## config.mk

```make
export PLATFORM = sky130hd
export DESIGN_NAME = burst_near_seq
export DESIGN_NICKNAME = d
export VERILOG_FILES = /design/src/rtl/bns_pkg.sv /design/src/rtl/bns_beat_ctr.sv /design/src/rtl/bns_page_track.sv /design/src/rtl/burst_near_seq.sv
export SDC_FILE = /design/constraint.sdc
export NUM_CORES = 1
export LEC_CHECK = 0
export BUFFER_PORTS_ARGS = -buffer_cell sky130_fd_sc_hd__buf_2
export CORE_ASPECT_RATIO = 1.5
export CORE_UTILIZATION = 51
export DETAILED_ROUTE_END_ITERATION = 10
export PLACE_DENSITY_LB_ADDON = 0.25
export SYNTH_ARGS = -nofsm -noshare
export SYNTH_HDL_FRONTEND = slang
export SYNTH_SLANG_ARGS = --single-unit
```

## constraint.sdc

```tcl
create_clock -name clk_i -period 2.63 [get_ports clk_i]
set_input_delay 0 -clock clk_i [delete_from_list [all_inputs] [get_ports clk_i]]
set_output_delay 0 -clock clk_i [all_outputs]
set_load 0.005 [all_outputs]
```

## src/rtl/bns_pkg.sv

```systemverilog
package bns_pkg;
  typedef enum logic [1:0] {
    ST_IDLE = 2'd0,
    ST_RD   = 2'd1,
    ST_WR   = 2'd2
  } bns_state_e;
endpackage

```

## src/rtl/bns_beat_ctr.sv

```systemverilog
module bns_beat_ctr #(
  parameter int unsigned CNT_W = 2
) (
  input  logic             clk_i,
  input  logic             rst_ni,
  input  logic             clr_i,
  input  logic             inc_i,
  input  logic [CNT_W-1:0] last_i,
  output logic [CNT_W-1:0] idx_o,
  output logic             at_last_o,
  output logic             full_o
);
  logic [CNT_W-1:0] idx_q;
  logic             full_q;

  assign at_last_o = (idx_q == last_i);
  assign idx_o     = idx_q;
  assign full_o    = full_q;

  // Counter wraps; full_q remembers that the last beat was counted.
  always_ff @(posedge clk_i or negedge rst_ni) begin
    if (!rst_ni) begin
      idx_q  <= '0;
      full_q <= 1'b0;
    end else if (clr_i) begin
      idx_q  <= '0;
      full_q <= 1'b0;
    end else if (inc_i) begin
      idx_q  <= idx_q + 1'b1;
      full_q <= full_q | at_last_o;
    end
  end
endmodule

```

## src/rtl/bns_page_track.sv

```systemverilog
module bns_page_track #(
  parameter int unsigned PG_W = 24
) (
  input  logic            clk_i,
  input  logic            rst_ni,
  input  logic            wr_done_i,
  input  logic [PG_W-1:0] done_page_i,
  input  logic            break_i,
  input  logic [PG_W-1:0] cand_page_i,
  output logic            near_o
);
  logic            chain_q;
  logic [PG_W-1:0] page_q;

  assign near_o = chain_q && (cand_page_i == page_q);

  always_ff @(posedge clk_i or negedge rst_ni) begin
    if (!rst_ni) begin
      chain_q <= 1'b0;
      page_q  <= '0;
    end else if (wr_done_i) begin
      chain_q <= 1'b1;
      page_q  <= done_page_i;
    end else if (break_i) begin
      chain_q <= 1'b0;
    end
  end
endmodule

```

## src/rtl/burst_near_seq.sv

```systemverilog
module burst_near_seq
  import bns_pkg::*;
#(
  parameter int unsigned ADDR_W    = 32,
  parameter int unsigned DATA_W    = 32,
  parameter int unsigned PAGE_W    = 8,
  parameter int unsigned BLK_WORDS = 4,
  localparam int unsigned CNT_W    = (BLK_WORDS > 1) ? $clog2(BLK_WORDS) : 1
) (
  input  logic              clk_i,
  input  logic              rst_ni,
  input  logic              req_valid_i,
  input  logic              req_write_i,
  input  logic              req_refill_i,
  input  logic              req_icache_i,
  input  logic [ADDR_W-1:0] req_addr_i,
  input  logic [CNT_W-1:0]  req_wlen_i,
  input  logic              cfg_dblk_refill_i,
  input  logic              ack_i,
  input  logic              rdcap_i,
  input  logic [DATA_W-1:0] rdata_i,
  output logic              rd_o,
  output logic              wr_o,
  output logic              burst_near_o,
  output logic [ADDR_W-1:0] addr_o,
  output logic              done_o,
  output logic              rbuf_we_o,
  output logic [CNT_W-1:0]  rbuf_idx_o,
  output logic [DATA_W-1:0] rbuf_data_o
);
  localparam int unsigned PG_W = ADDR_W - PAGE_W;
  localparam logic [CNT_W-1:0] BLK_LAST = CNT_W'(BLK_WORDS - 1);

  bns_state_e        state_q;
  logic [ADDR_W-1:0] addr_q;
  logic [CNT_W-1:0]  last_q;
  logic              flag_q;

  logic accept, blk_req, near, wr_accept;
  logic ctr_clr, ctr_inc, at_last, full;
  logic rd_done, wr_done;

  assign accept    = (state_q == ST_IDLE) && req_valid_i;
  assign wr_accept = accept && req_write_i;
  assign blk_req   = req_refill_i && (req_icache_i || cfg_dblk_refill_i);

  assign ctr_clr = (state_q == ST_IDLE);
  assign ctr_inc = ((state_q == ST_RD) && rdcap_i && !full) ||
                   ((state_q == ST_WR) && ack_i);

  bns_beat_ctr #(.CNT_W(CNT_W)) u_beat_ctr (
    .clk_i    (clk_i),
    .rst_ni   (rst_ni),
    .clr_i    (ctr_clr),
    .inc_i    (ctr_inc),
    .last_i   (last_q),
    .idx_o    (rbuf_idx_o),
    .at_last_o(at_last),
    .full_o   (full)
  );

  assign rd_done = (state_q == ST_RD) && ack_i && (full || (rdcap_i && at_last));
  assign wr_done = (state_q == ST_WR) && ack_i && at_last;

  bns_page_track #(.PG_W(PG_W)) u_page_track (
    .clk_i      (clk_i),
    .rst_ni     (rst_ni),
    .wr_done_i  (wr_done),
    .done_page_i(addr_q[ADDR_W-1:PAGE_W]),
    .break_i    ((state_q == ST_IDLE) && !wr_accept),
    .cand_page_i(req_addr_i[ADDR_W-1:PAGE_W]),
    .near_o     (near)
  );

  always_ff @(posedge clk_i or negedge rst_ni) begin
    if (!rst_ni) begin
      state_q <= ST_IDLE;
      addr_q  <= '0;
      last_q  <= '0;
      flag_q  <= 1'b0;
    end else begin
      unique case (state_q)
        ST_IDLE: if (accept) begin
          state_q <= req_write_i ? ST_WR : ST_RD;
          addr_q  <= req_addr_i;
          flag_q  <= req_write_i ? near : blk_req;
          last_q  <= req_write_i ? req_wlen_i : (blk_req ? BLK_LAST : '0);
        end
        ST_RD: if (rd_done) begin
          state_q <= ST_IDLE;
          flag_q  <= 1'b0;
        end
        ST_WR: if (wr_done) begin
          state_q <= ST_IDLE;
          flag_q  <= 1'b0;
        end
        default: state_q <= ST_IDLE;
      endcase
    end
  end

  assign rd_o         = (state_q == ST_RD);
  assign wr_o         = (state_q == ST_WR);
  assign burst_near_o = flag_q && (rd_o || wr_o);
  assign addr_o       = addr_q;
  assign done_o       = rd_done || wr_done;
  assign rbuf_we_o    = rd_o && rdcap_i && !full;
  assign rbuf_data_o  = rdata_i;
endmodule

```

==> impl_metrics.toml <==
[floorplanning]
initial_utilization = 0.527
die-area_um2 = 6620
die_w_um = 66.8
die-height_um = 99.2
ios = 146
rows = 35
core_um2 = 6090

[timing]
fin_ws_ns = 0.609
fmax_mhz = 495
hold_violations = 0
worst_pin_slew_ns = 0.809
setup_viol_count_final = 0
period_minus_slack_ns = 2.02
report.final.slew_viol_count = 0
slew_headroom = 0.460
rsz0062_at_grt = "no"
fin_crit_sh = 0.768
clock_skew_ns = 0.0119
fin_tns_setup_ns = 0

[final_layout]
antennaDiodeCount = 0
finalInstanceArea_um2 = 4010
area_growth_pct = 24.9
nets = 414
drive_gt1_frac = 0.469

[global_routing]
antenna_found_initial = 0
grt_usage = 0.208
grt_pass1_wl_um = 10000
grt_max_degree = 66
grt.overflow.total = 0
first_global_vias = 2169

[worst_setup_path]
crit_chain = "xor2_1, nor2_2, and3_2, buf_4, mux2_4"
worstSetupStartpointType = "register"
cp.arrival_ns = 2.24
end_kind = "register"
worstPathRequired_ns = 2.85
critPathKind = "reg -> reg"
crit_fanout = 19
cp_num_buf_inv = 1
critical_path.slowest_cell = "and3_2"
max_stage_delay_ns = 0.59
timing.critical_path.max_delay_family = "simple AND/OR/NAND/NOR gates"

[clocking]
tritoncts = "yes"
cts.clk_slew.worst_paths_ns = 0.07
cts_buffers = 9
cts_root_buf = "clkbuf_8"
cts_buffer_depth = 2
postCtsSetupRepairBufs = 0
clock-sinks = 65
htree_levels = 3
clock_latency_ns = 0.34

[placed_design]
dpl_cell_area_um2 = 3430
place_ws_ns = 0.592
port_buffers = 81
gp_congestion = 0.747
dp_hpwl_um = 4270

[logic_synthesis]
ys_seq_area_frac = 0.507
synth_seq_cells = 65
yosysWarnings = 0
yosys-top-cells-area = "dfrtp_1, mux2_2, mux2_4, buf_4, xnor2_1"
yosys.area.top_type = "dfrtp_1"
syn_inst = 242
synthFlopType = "dfrtp_1"
syn_area_per_cell_um2 = 13.3
synth_fp_nets = 320
post-synth-top-area-fraction = 0.507
async_flop_share = 1.00
synth_cell_type_count = 33
synth-edff-count = 0
syn_area_um2 = 3210

[power]
leakagePower_nw = 1.92
peakVddDrop_mv = 0.629
power_density_nw_per_um2 = 1080

[routing]
vias_per_cell = 5.08
drtAntennaViolNets = 0
vias = 2107
drtIter0Drc = 66
wl_per_cell_um = 15.0
detail_route.first_pass.iterations = 2
wl_um = 6240
drc_errors = 0

[min_path]
hold_class = "in -> out"

[flow_run]
max-cap-violations = 0

[run_status]
status = "finished clean"
[power breakdown]
group          total [W]  internal, W  switching [W]
combinational    0.00159     0.000975       0.000617
clock           0.000902     0.000529       0.000373
sequential       0.00183      0.00149       0.000343
total            0.00433      0.00299        0.00133
[state kept, by name, indices dropped and copies added (netlist names)]
signal	cells
u_beat_ctr.full_o	1
addr_o	32
u_page_track.page_q	24
u_beat_ctr.idx_o	2
flag_q	1
u_page_track.chain_q	1
state_q	2
last_q	2
[area by class of cell]
cell class,count,area (um2)
clock inverters,6,82.6
well taps,74,92.6
fillers,464,2080
clock buffers,10,128
repair buffers,122,806
inverters,5,18.8
flip-flops and latches,65,1630
multi-input cells,133,1250
[cells in the mapped netlist (4+ instances only)]
cell and number:
nor2_1 6, inv_1 5, mux2_4 19, mux2_2 37, buf_4 32, nand2_1 7, o21ai_0 6, xnor2_1 14
a21oi_1 4, xor2_1 13, dfrtp_1 65
[cell usage in the layout (no fill, tap or decap), drive strengths merged, types with 6 or more instances in the layout]
cell type / instances
dlygate4sd3: 37
nor2: 7
clkbuf: 10
dfrtp: 65
o21ai: 6
nand2: 7
buf: 85
xnor2: 14
mux2: 56
xor2: 14
[worst paths after layout]
path / start / slack (ns) / cells past startpoint / end
max reg2reg: u_beat_ctr.idx_o[1] / 0.61 / 5 / u_page_track.page_q[1]
max: u_beat_ctr.idx_o[1] / 0.61 / 5 / u_page_track.page_q[1]
min reg2reg: u_page_track.chain_q / 0.48 / 1 / u_page_track.chain_q
max in group asynchronous: rst_ni / 1.72 / 3 / u_page_track.page_q[22]
min: rdata_i[31] / 0.000002 / 0 / rbuf_data_o[31]
min in group asynchronous: rst_ni / 0.35 / 3 / u_page_track.page_q[13]
[metrics by stage]
stage	total power, W	util	hold WS, ns	cells
6_report	0.00433	0.659	0.00000187	415
5_1_grt	0.00462	0.659	0.0000140	415
4_1_cts	0.00438	0.659	0.0000346	415
3_5_place_dp	0.00342	0.563	0.0000346	362
3_3_place_gp	0.00337	0.563	0.0000346	362
2_1_floorplan	0.00292	-	-0.296	242
[cell families after synthesis]
logic type / synth area share
AOI/OAI and AO/OA: 0.0351
xor gates and xnor gates: 0.0788
adders and majority gates: 0.0117
buffers and inverters: 0.103
DFF: 0.507
muxes: 0.219
and+or+nand+nor: 0.0464
[what timing repair did]
item	4_1_cts	5_1_grt
endpoints found under the hold margin	101	0
gates resized for setup	0	0
hold buffers	37	0
[per-layer routing]
layer / part of all wire / GRT usage / vias up
li1: - / - / 982
met5: 0 / 0 / -
met2: 0.51 / 0.341 / 63
met3: 0.044 / 0.0424 / 26
met1: 0.40 / 0.235 / 1036
met4: 0.043 / 0.147 / 0
Power figures use the tool's default switching activity.
